## src/rtl/lottery_arbiter.sv

```systemverilog
module lottery_arbiter #(
  parameter int N          = 4,
  parameter int TICKET_W   = 4,
  parameter int LFSR_W     = 16,
  parameter logic [LFSR_W-1:0] LFSR_TAPS = 16'hB400,
  parameter logic [LFSR_W-1:0] LFSR_SEED = 16'hACE1,
  localparam int IDX_W     = (N > 1) ? $clog2(N) : 1,
  localparam int SUM_W     = TICKET_W + $clog2(N + 1)
) (
  input  logic                clk,
  input  logic                rst_n,
  input  logic [N-1:0]        req,
  input  logic                arb_strobe,
  input  logic                bus_busy,
  input  logic                wr_en,
  input  logic [IDX_W-1:0]    wr_idx,
  input  logic [TICKET_W-1:0] wr_tickets,
  output logic [N-1:0]        grant,
  output logic                grant_valid
);

  logic [TICKET_W-1:0] tix [N];
  logic [LFSR_W-1:0]   lfsr;
  logic [SUM_W-1:0]    act [N];
  logic [SUM_W-1:0]    lo  [N];
  logic [SUM_W-1:0]    total;
  logic [LFSR_W-1:0]   draw_full;
  logic [SUM_W-1:0]    draw;
  logic [N-1:0]        win;
  logic                fire;

  always_ff @(posedge clk or negedge rst_n) begin
    if (!rst_n) begin
      for (int i = 0; i < N; i++) tix[i] <= TICKET_W'(1);
    end else if (wr_en) begin
      for (int i = 0; i < N; i++)
        if (wr_idx == IDX_W'(i)) tix[i] <= wr_tickets;
    end
  end

  always_ff @(posedge clk or negedge rst_n) begin
    if (!rst_n) lfsr <= LFSR_SEED;
    else        lfsr <= {1'b0, lfsr[LFSR_W-1:1]} ^ (lfsr[0] ? LFSR_TAPS : '0);
  end

  always_comb begin
    logic [SUM_W-1:0] run;
    run = '0;
    for (int i = 0; i < N; i++) begin
      act[i] = req[i] ? SUM_W'(tix[i]) : '0;
      lo[i]  = run;
      run    = run + act[i];
    end
    total = run;
  end

  assign draw_full = (total == '0) ? '0 : (lfsr % LFSR_W'(total));
  assign draw      = draw_full[SUM_W-1:0];

  for (genvar g = 0; g < N; g++) begin : g_slice
    logic [SUM_W-1:0] hi;
    assign hi     = lo[g] + act[g];
    assign win[g] = (act[g] != '0) && (draw >= lo[g]) && (draw < hi);
  end

  assign fire = arb_strobe && !bus_busy;

  always_ff @(posedge clk or negedge rst_n) begin
    if (!rst_n) begin
      grant       <= '0;
      grant_valid <= 1'b0;
    end else if (fire) begin
      grant       <= win;
      grant_valid <= |win;
    end
  end

endmodule


```

## config.mk

```make
export PLATFORM = sky130hd
export DESIGN_NAME = lottery_arbiter
export DESIGN_NICKNAME = d
export VERILOG_FILES = /design/src/rtl/lottery_arbiter.sv
export SDC_FILE = /design/constraint.sdc
export NUM_CORES = 1
export LEC_CHECK = 0
export ABC_AREA = 1
export CORE_MARGIN = 2
export CORE_UTILIZATION = 65
export CTS_BUF_LIST = sky130_fd_sc_hd__clkbuf_2
export DETAILED_ROUTE_END_ITERATION = 12
export PLACE_DENSITY_LB_ADDON = 0.15
export SETUP_SLACK_MARGIN = 0.02
export SKIP_LAST_GASP = 1
export SYNTH_ARGS = -nofsm -noshare
export SYNTH_HDL_FRONTEND = slang
export SYNTH_SLANG_ARGS = --single-unit
```

## constraint.sdc

```tcl
create_clock -name clk -period 76.4 [get_ports clk]
set_clock_uncertainty 0.1 [all_clocks]
set_input_delay 11.46 -clock clk [delete_from_list [all_inputs] [get_ports clk]]
set_output_delay 11.46 -clock clk [all_outputs]
set_load 0.1 [all_outputs]
```

==> results of run 1 <==
worst paths after layout:
check / start / endpoint / slack, ps
worst max register to register: tix[12] / grant_valid / 43660
worst max-delay path: req[0] / grant_valid / 32620
max in group asynchronous: rst_n / tix[9] / 64690
worst min register to register: lfsr[7] / lfsr[6] / 300
min in group asynchronous: rst_n / lfsr[14] / 11010
worst min-delay path: lfsr[7] / lfsr[6] / 300
cell type report:
cell class              instances  area (um2)  area share
clock inverters                 3        21.3     0.00254
multi-input cells             986        6280       0.751
inverters                     189         711      0.0850
clock buffers                   5        25.0     0.00299
well taps                     147         184      0.0220
repair buffers                 21         200      0.0239
flip-flops and latches         37         941       0.113
critical path: cells and delay by family:
kind            cells  cell delay (ps)
compound gates     64             9920
buf+inv            31             3820
simple gates       94            12090
xor+xnor            1              230
fa+ha+maj          20             6430
cell families (layout without fill, tap and decap cells):
kind of cell             Yosys count  count (layout)  share of synthesized area
AND/OR/NAND/NOR                  608             608                      0.368
flip-flops                        37              37                      0.117
adder cells (fa/ha/maj)          130             130                      0.207
AO/OA/AOI/OAI                    184             184                      0.138
XOR/XNOR                          64              64                     0.0700
buffers and inverters            209             218                     0.0997
state kept, by name (all words and copies together) (netlist names):
| name | count |
|---|---|
| grant | 4 |
| grant_valid | 1 |
| lfsr | 16 |
| tix | 16 |
metal layers:
layer  up-vias  track usage  wire, um
li1       4067            -         -
met1      3364        0.350      8460
met2        86        0.472      7900
met3        13       0.0258       382
met4         0       0.0345        94
met5         -            0         0
metrics by stage:
step           hold WS, ps  instances   util  area, um2  setup slack, ps
6_report               302       1388  0.696       8360            32620
3_5_place_dp           272       1380  0.692       8310            32320
3_3_place_gp           268       1380  0.692       8310            33130
5_1_grt                308       1388  0.696       8360            29130
4_1_cts                299       1388  0.696       8360            32750
2_1_floorplan          253       1232      -       8010            36100
cell usage in the layout (no fill, tap or decap), drive strengths merged, types with 25 or more instances in the layout:
cell | netlist | final
nand2 | 329 | 329
o21ai | 91 | 91
nand3 | 110 | 110
nor2 | 97 | 97
a21oi | 38 | 38
ha | 126 | 126
nand4 | 26 | 26
dfrtp | 25 | 25
xnor2 | 32 | 32
xor2 | 32 | 32
inv | 186 | 187
==> impl_results.rst, run 1 <==
.. list-table::
   :header-rows: 1

   * - Metric
     - Value
   * - Outcome
     - finished, final reports clean
   * - Area share of the leading cell type in the synthesized netlist
     - 0.197
   * - Worst min-delay path class
     - reg2reg
   * - Synth cell types
     - roughly 50
   * - DIE HEIGHT
     - 115 um
   * - Floorplan core area
     - ~0.012 mm2
   * - Post-synth net total
     - 1377
   * - Fraction of the yosys area taken by sequential cells
     - 0.117
   * - Antenna-violating nets left
     - 0
   * - Cell types occupying the most area after synthesis
     - ha_1, nand2_1, inv_1
   * - Master of the slowest instance on the critical path
     - inv_1
   * - DR vias/cell
     - about 5.4
   * - Final Critical Period
     - 43780 ps
   * - Number of enable-type register cells in the synthesized netlist
     - 0
   * - Synthesized area per cell
     - 6.50 um2
   * - Antenna violations before repair
     - 0
   * - Fill count
     - roughly 1.1k
   * - Syn Std Cell Area
     - 0.00801 mm2
   * - Number of antenna repair diodes
     - 0
   * - Maximum frequency from static timing analysis
     - around 23 MHz
   * - Most instantiated flip-flop cell in the synthesis netlist
     - dfrtp_1
   * - Asr flop ratio synth
     - 1.00
   * - Net count, final
     - around 1.4k
   * - # clock sinks
     - 37
   * - First-pass detailed-route iteration total
     - 5
   * - Final setup TNS
     - 0 ps
   * - Critical Setup Path Class
     - in2reg
   * - Number of rows created at floorplan
     - 40
   * - Element type at the critical path start
     - input pin
   * - Worst skew pair latency
     - 390 ps
   * - Required time reported for the critical path endpoint
     - approximately 77000 ps
   * - Final Hold Vio Count
     - 0
   * - Fraction of final layout cells sized beyond drive strength 1
     - 0.104
   * - Clock transition time at the flip-flop clock pins of the worst setup and hold paths
     - between 200 and 250 ps
   * - CTS buffer count
     - 5
   * - Worst-case reg-to-reg path depth
     - roughly 210
   * - Post-synthesis sequential element count
     - 37
   * - Synth cell count leaders
     - nand2_1, inv_1, ha_1
   * - Setup-violating endpoint count in the final report
     - 0
   * - Final worst path period share
     - 0.573
   * - CP max FO
     - 17
   * - Number of maximum-capacitance violations
     - 0
   * - Largest net degree at the start of global routing
     - 38
   * - Most frequently used cell type in the post-synthesis netlist
     - nand2_1
   * - Routability Congestion
     - ~0.9
   * - Die width
     - 115 um
   * - Vias in the first global route
     - between 6k and 7k
   * - P&R area growth vs syn
     - 4.37%
   * - # DRC
     - 0
   * - Number of hold buffers added after CTS
     - 0
   * - Cell depth of the worst min-delay path
     - 0
   * - WL per Instance
     - roughly 12 um
   * - Tot GR Track Use
     - 0.262
   * - Crit path largest cell delay
     - approximately 550 ps
   * - Wire length of the first global-routing pass
     - approximately 30000 um
   * - Yosys Warn Count
     - 0
   * - Most common cell type on the critical path
     - nand2_1
   * - Maximum buffer depth of the clock tree
     - 2
   * - Effective utilization at floorplan
     - 0.667
   * - Final count of pins violating max slew
     - 0
   * - Unrepaired setup endpoints after global routing
     - false
   * - Clock tree from TritonCTS
     - done
   * - Detailed router's first-iteration violation count
     - about 420
   * - Area of the die
     - approximately 0.013 mm2
   * - Num ports
     - 20
   * - Signal arrival time at the worst endpoint
     - 43990 ps
   * - Root Driver
     - clkbuf_2
   * - Number of port buffers
     - 19
   * - Actual transition at the worst max-transition pin
     - 967 ps
   * - HPWL after DPL
     - 14000 um
   * - Total gr overflow
     - 0
   * - Rel. slew slack
     - 0.353
   * - Max H-tree Level
     - 2
   * - Post-CTS setup buffers
     - 0
   * - Final Routed Wirelength
     - around 17000 um
   * - Via count of the routed design
     - between 7k and 8k
   * - Sort of element at the end of the critical path
     - flip-flop
   * - Cell taking the most area after synthesis
     - ha_1
   * - Cts repair resizes
     - 0
   * - Gate Count Post-Synth
     - 1232
Power of run 1 is not shown: default switching activity piles up to over one toggle a cycle in this logic, so the estimate is an artifact.
==> run 2: changes to the inputs <==
--- a/config.mk
+++ b/config.mk
@@ -7,7 +7,7 @@
 export LEC_CHECK = 0
 export ABC_AREA = 1
 export CORE_MARGIN = 2
-export CORE_UTILIZATION = 65
+export CORE_UTILIZATION = 60
 export CTS_BUF_LIST = sky130_fd_sc_hd__clkbuf_2
 export DETAILED_ROUTE_END_ITERATION = 12
 export PLACE_DENSITY_LB_ADDON = 0.15
==> constraint.sdc (replaced) <==
create_clock -name clk -period 40 [get_ports clk]
set_clock_uncertainty 0.1 [all_clocks]
set_input_delay 6 -clock clk [delete_from_list [all_inputs] [get_ports clk]]
set_output_delay 6 -clock clk [all_outputs]
set_load 0.1 [all_outputs]
==> run 2 against run 1 <==
  * Final cell count grew 3.2%
  * Worst setup slack lost 29000 ps
  * Cell area grew 2.9%
  * First-iteration DRC count shrank 30%
  * Largest cell class unchanged
  * Register-to-register slack lost 35000 ps
  * Core utilization shrank 4.1 points
  * Non-clock buffer count grew 16
  * Highest routed layer unchanged
  * Critical endpoint unchanged
  * Sequential cell count is the same
  * Die area grew 8.0%
  * Via count grew 0.90%
  * Routed wire length grew 4.1%
==> impl_results.rst, run 2 (same netlist as run 1, synthesis figures left out) <==
.. list-table::
   :header-rows: 1

   * - Metric
     - Value
   * - Num ports
     - 20
   * - Master of the slowest instance on the critical path
     - clkdlybuf4s50_1
   * - Signal arrival time at the worst endpoint
     - 37020 ps
   * - Die width
     - approximately 120 um
   * - Antenna violations before repair
     - 0
   * - Number of port buffers
     - 19
   * - Vias in the first global route
     - 6990
   * - Setup-violating endpoint count in the final report
     - 0
   * - Worst min-delay path class
     - reg2reg
   * - Final count of pins violating max slew
     - 0
   * - Cell Count, Final, Fillers Out
     - around 1.4k
   * - Number of antenna repair diodes
     - 0
   * - Largest net degree at the start of global routing
     - 38
   * - Startpoint of the most critical hold path
     - lfsr[7]
   * - Via count of the routed design
     - about 7.6k
   * - Worst skew pair latency
     - 410 ps
   * - # DRC
     - 0
   * - Element type at the critical path start
     - input pin
   * - Outcome
     - finished, final reports clean
   * - Max H-tree Level
     - 2
   * - Maximum buffer depth of the clock tree
     - 2
   * - Setup ws final
     - 3200 ps
   * - Tot GR Track Use
     - 0.247
   * - Number of hold buffers added after CTS
     - 0
   * - Effective utilization at floorplan
     - 0.610
   * - P&R area growth vs syn
     - 7.42%
   * - Final worst path period share
     - 0.920
   * - Fraction of final layout cells sized beyond drive strength 1
     - 0.126
   * - Post-place setup slack
     - approximately 1100 ps
   * - Final Critical Period
     - roughly 37000 ps
   * - Final Hold Vio Count
     - 0
   * - Number of rows created at floorplan
     - 42
   * - Capture endpoint of the worst hold path
     - lfsr[6]
   * - Rel. slew slack
     - 0.352
   * - # clock sinks
     - 37
   * - HPWL after DPL
     - approximately 14000 um
   * - Required time reported for the critical path endpoint
     - a little over 40000 ps
   * - Final Routed Wirelength
     - between 15000 and 20000 um
   * - Antenna-violating nets left
     - 0
   * - First-pass detailed-route iteration total
     - 5
   * - DIE HEIGHT
     - roughly 120 um
   * - Root Driver
     - clkbuf_2
   * - WL per Instance
     - roughly 12 um
   * - Commonest non-fill, non-tap cells in the layout
     - nand2_1, inv_1, ha_1
   * - Clock tree from TritonCTS
     - done
   * - Largest registers
     - lfsr: 16 flops, tix: 16 flops, grant: 4 flops
   * - Critical Setup Path Class
     - in2reg
   * - Routability Congestion
     - about 0.85
   * - Wire length of the first global-routing pass
     - slightly above 30000 um
   * - Actual transition at the worst max-transition pin
     - approximately 970 ps
   * - Net count, final
     - 1401
   * - Sort of element at the end of the critical path
     - flip-flop
   * - Worst reg-to-reg setup slack
     - between 8000 and 9000 ps
   * - Cell count after placement
     - 1410
   * - DR vias/cell
     - roughly 5.3
   * - Clock transition time at the flip-flop clock pins of the worst setup and hold paths
     - ~200 ps
   * - CTS buffer count
     - 5
   * - CP max FO
     - 17
   * - Detailed router's first-iteration violation count
     - 292
   * - Total gr overflow
     - 0
   * - Worst-case reg-to-reg path depth
     - 211
   * - Most common cell type on the critical path
     - nand2_1
   * - Most frequent standard cell in the layout excluding fill and tap cells
     - nand2_1
   * - Floorplan core area
     - 0.0131 mm2
   * - Crit path largest cell delay
     - 520 ps
   * - Area of the die
     - 0.0143 mm2
   * - Crit Reg-Reg Endpoint
     - grant_valid
   * - Maximum frequency from static timing analysis
     - around 27 MHz
   * - Number of maximum-capacitance violations
     - 0
   * - Cell depth of the worst min-delay path
     - 0
   * - Startpoint of the lowest-slack register-to-register path
     - tix[8]
   * - Fill count
     - around 1.2k
[run 2: cell count changes in the layout (fill, tap and decap cells not counted), moves of 2 or more]
cell     change
o21ai_0      -2
nor2_1       -7
a21oi_1      -2
o21ai_1      +2
nor2_4       +2
buf_4       +16
inv_1        -3
nor2_2       +5
[run 2: layout make-up]
type	count	area, um2	area share
Timing Repair Buffer	37	320	0.0372
Sequential cell	37	941	0.109
Multi-Input combinational cell	986	6340	0.737
Inverter	189	718	0.0835
Tap cell	176	220	0.0256
Clock inverter	2	33.8	0.00393
Clock buffer	6	30.0	0.00349
[run 2: metal layers]
| metal | GRT usage | part of all wire | up-vias |
|---|---|---|---|
| met5 | 0 | 0 | - |
| met4 | 0.0301 | 0.0076 | 0 |
| met3 | 0.0171 | 0.025 | 17 |
| met2 | 0.436 | 0.48 | 74 |
| met1 | 0.341 | 0.49 | 3403 |
| li1 | - | - | 4104 |
[run 2: repair_timing]
action	in CTS	in global routing
resized for setup	0	20
buffers inserted	0	15
endpoints found under the setup margin	0	5
[run 2: worst max-delay path, delay by kind of cell]
family | cells | cell delay [ps]
AND/OR/NAND/NOR | 95 | 11130
adder cells (fa/ha/maj) | 20 | 6340
AO/OA/AOI/OAI | 64 | 9560
XOR/XNOR | 1 | 180
buffers and inverters | 32 | 3720
[run 2: per-stage QoR]
step | TNS [ps] | area [um2] | hold WS [ps] | util
detailed placement | 0 | 8360 | 269 | 0.636
global route | -42.6 | 8600 | 297 | 0.655
CTS | 0 | 8420 | 293 | 0.641
global placement | 0 | 8360 | 267 | 0.636
finish | 0 | 8600 | 291 | 0.655
floorplan | 0 | 8010 | 253 | -
[run 2: worst max-delay path by stage]
stage               slack (ps)           to  startpoint  cells past startpoint
floorplan                 5160  grant_valid      req[0]                    210
global placement          1790  grant_valid      req[0]                    211
detailed placement        1060  grant_valid      req[0]                    212
global route               -40  grant_valid      req[0]                    219
CTS                       1390  grant_valid      req[0]                    212
finish                    3200  grant_valid      req[0]                    212
Power of run 2 is left out for the same reason.
==> run 3: changes to the inputs <==
--- a/config.mk
+++ b/config.mk
@@ -10,7 +10,7 @@
 export CORE_UTILIZATION = 60
 export CTS_BUF_LIST = sky130_fd_sc_hd__clkbuf_2
 export DETAILED_ROUTE_END_ITERATION = 12
-export PLACE_DENSITY_LB_ADDON = 0.15
+export PLACE_DENSITY = 0.83
 export SETUP_SLACK_MARGIN = 0.02
 export SKIP_LAST_GASP = 1
 export SYNTH_ARGS = -nofsm -noshare
==> constraint.sdc (replaced) <==
create_clock -name clk -period 40 [get_ports clk]
set_clock_uncertainty 0.1 [all_clocks]
set_input_delay 4 -clock clk [delete_from_list [all_inputs] [get_ports clk]]
set_output_delay 4 -clock clk [all_outputs]
set_load 0.1 [all_outputs]
==> run 3 against run 2 <==
  * Critical path depth grew 5
  * Non-clock buffer count shrank 16
  * Final cell count shrank 1.1%
  * First-iteration DRC count grew 29%
  * Count of clock-buffer cells in the layout shrank 1
  * Core utilization shrank 1.5 points
  * Global-route usage grew 0.47 points
  * Register-to-register slack lost 1600 ps
  * Highest routed layer unchanged
==> impl_results.rst, run 3 (same netlist as run 1, synthesis figures left out) <==
.. list-table::
   :header-rows: 1

   * - Metric
     - Value
   * - Outcome
     - finished, final reports clean
   * - Num ports
     - 20
   * - First-pass detailed-route iteration total
     - 5
   * - Die width
     - 120 um
   * - CP max FO
     - 16
   * - Element type at the critical path start
     - input pin
   * - P&R area growth vs syn
     - 4.98%
   * - Largest net degree at the start of global routing
     - 38
   * - Signal arrival time at the worst endpoint
     - roughly 37000 ps
   * - Most frequent standard cell in the layout excluding fill and tap cells
     - nand2_1
   * - # clock sinks
     - 37
   * - Total area of multi-input combinational cells
     - ~0.0063 mm2
   * - Actual transition at the worst max-transition pin
     - 966 ps
   * - Vias in the first global route
     - 7389
   * - Via count of the routed design
     - ~7.6k
   * - Commonest non-fill, non-tap cells in the layout
     - nand2_1, inv_1, ha_1
   * - Unrepaired setup endpoints after global routing
     - false
   * - Number of rows created at floorplan
     - 42
   * - Detailed router's first-iteration violation count
     - ~380
   * - Setup ws final
     - roughly 3600 ps
   * - Final Critical Period
     - about 36000 ps
   * - DR vias/cell
     - 5.38
   * - Maximum frequency from static timing analysis
     - ~28 MHz
   * - Max H-tree Level
     - 2
   * - Routability Congestion
     - approximately 0.92
   * - Number of antenna repair diodes
     - 0
   * - Effective utilization at floorplan
     - 0.610
   * - Final count of pins violating max slew
     - 0
   * - Largest registers
     - lfsr: 16 flops, tix: 16 flops, grant: 4 flops
   * - Clock tree from TritonCTS
     - done
   * - Final Hold Vio Count
     - 0
   * - Master of the slowest instance on the critical path
     - clkdlybuf4s50_1
   * - Net count, final
     - 1385
   * - Sequential cell area
     - roughly 940 um2
   * - Maximum buffer depth of the clock tree
     - 2
   * - # DRC
     - 0
   * - Area of the die
     - approximately 0.014 mm2
   * - Wire length of the first global-routing pass
     - approximately 31000 um
   * - DIE HEIGHT
     - 120 um
   * - Crit path largest cell delay
     - 520 ps
   * - Most common cell type on the critical path
     - nand2_1
   * - Final worst path period share
     - 0.909
   * - Required time reported for the critical path endpoint
     - slightly above 40000 ps
   * - Critical Setup Path Class
     - in2reg
   * - Worst reg-to-reg setup slack
     - roughly 7200 ps
   * - Clock transition time at the flip-flop clock pins of the worst setup and hold paths
     - ~230 ps
   * - Worst skew pair latency
     - around 430 ps
   * - CTS buffer count
     - 5
   * - Sort of element at the end of the critical path
     - flip-flop
   * - Antenna-violating nets left
     - 0
   * - Post-place setup slack
     - approximately 3000 ps
   * - Worst min-delay path class
     - reg2reg
   * - Final setup TNS
     - 0 ps
   * - Fill count
     - 1206
   * - Number of maximum-capacitance violations
     - 0
   * - Root Driver
     - clkbuf_2
   * - Number of port buffers
     - 19
   * - Setup-violating endpoint count in the final report
     - 0
   * - Fraction of final layout cells sized beyond drive strength 1
     - 0.106
   * - Antenna violations before repair
     - 0
   * - Rel. slew slack
     - 0.354
   * - WL per Instance
     - ~12 um
   * - Total gr overflow
     - 0
   * - Tot GR Track Use
     - 0.252
   * - HPWL after DPL
     - ~14000 um
   * - Final Routed Wirelength
     - ~17000 um
   * - Floorplan core area
     - 0.0131 mm2
[run 3: cell types whose count changed in the layout (fill, tap and decap cells not counted), sizes merged]
cell    previous run  this run
inv              184       186
buf               19         3
bufinv             1         0
clkbuf             6         5
[run 3: metrics by stage]
stage / instances / hold slack, ps / instance area (um2) / util
6_report: 1417 / 292 / 8410 / 0.640
5_1_grt: 1417 / 298 / 8410 / 0.640
4_1_cts: 1417 / 294 / 8400 / 0.639
3_5_place_dp: 1409 / 270 / 8350 / 0.636
3_3_place_gp: 1409 / 267 / 8350 / 0.636
2_1_floorplan: 1232 / 253 / 8010 / -
[run 3: path summary, 6_finish.rpt]
kind,startpoint,end,cells past startpoint
worst max-delay path,req[0],grant_valid,217
worst min-delay path,lfsr[6],lfsr[5],0
worst max register to register,tix[12],grant_valid,216
worst min register to register,lfsr[6],lfsr[5],0
max in group asynchronous,rst_n,lfsr[2],1
min in group asynchronous,rst_n,tix[2],1
[run 3: cell type report]
cell class              count  share of cell area
multi-input cells         986               0.747
flip-flops and latches     37               0.112
inverters                 189              0.0850
well taps                 176              0.0262
repair buffers             21              0.0238
clock buffers               5             0.00298
clock inverters             3             0.00298
[run 3: critical path: cells and delay by family]
family / cells / cell delay, ps
AND/OR/NAND/NOR: 99 / 12320
buffers and inverters: 31 / 3400
XOR/XNOR: 1 / 210
AO/OA/AOI/OAI: 66 / 10220
adder cells (fa/ha/maj): 20 / 6370
[run 3: repair_timing]
item | CTS | global route
setup endpoints to repair | 0 | 4
hold buffers | 0 | 0
resized for setup | 0 | 3
buffers inserted | 0 | 0
hold endpoints to repair | 0 | 0
[run 3: routing by layer]
layer	vias to the layer above	share of wire	track usage
met4	0	0.014	0.0507
met3	26	0.022	0.0176
met1	3442	0.47	0.319
li1	4055	-	-
met5	-	0	0
met2	97	0.49	0.470
Power of run 3 is left out for the same reason.
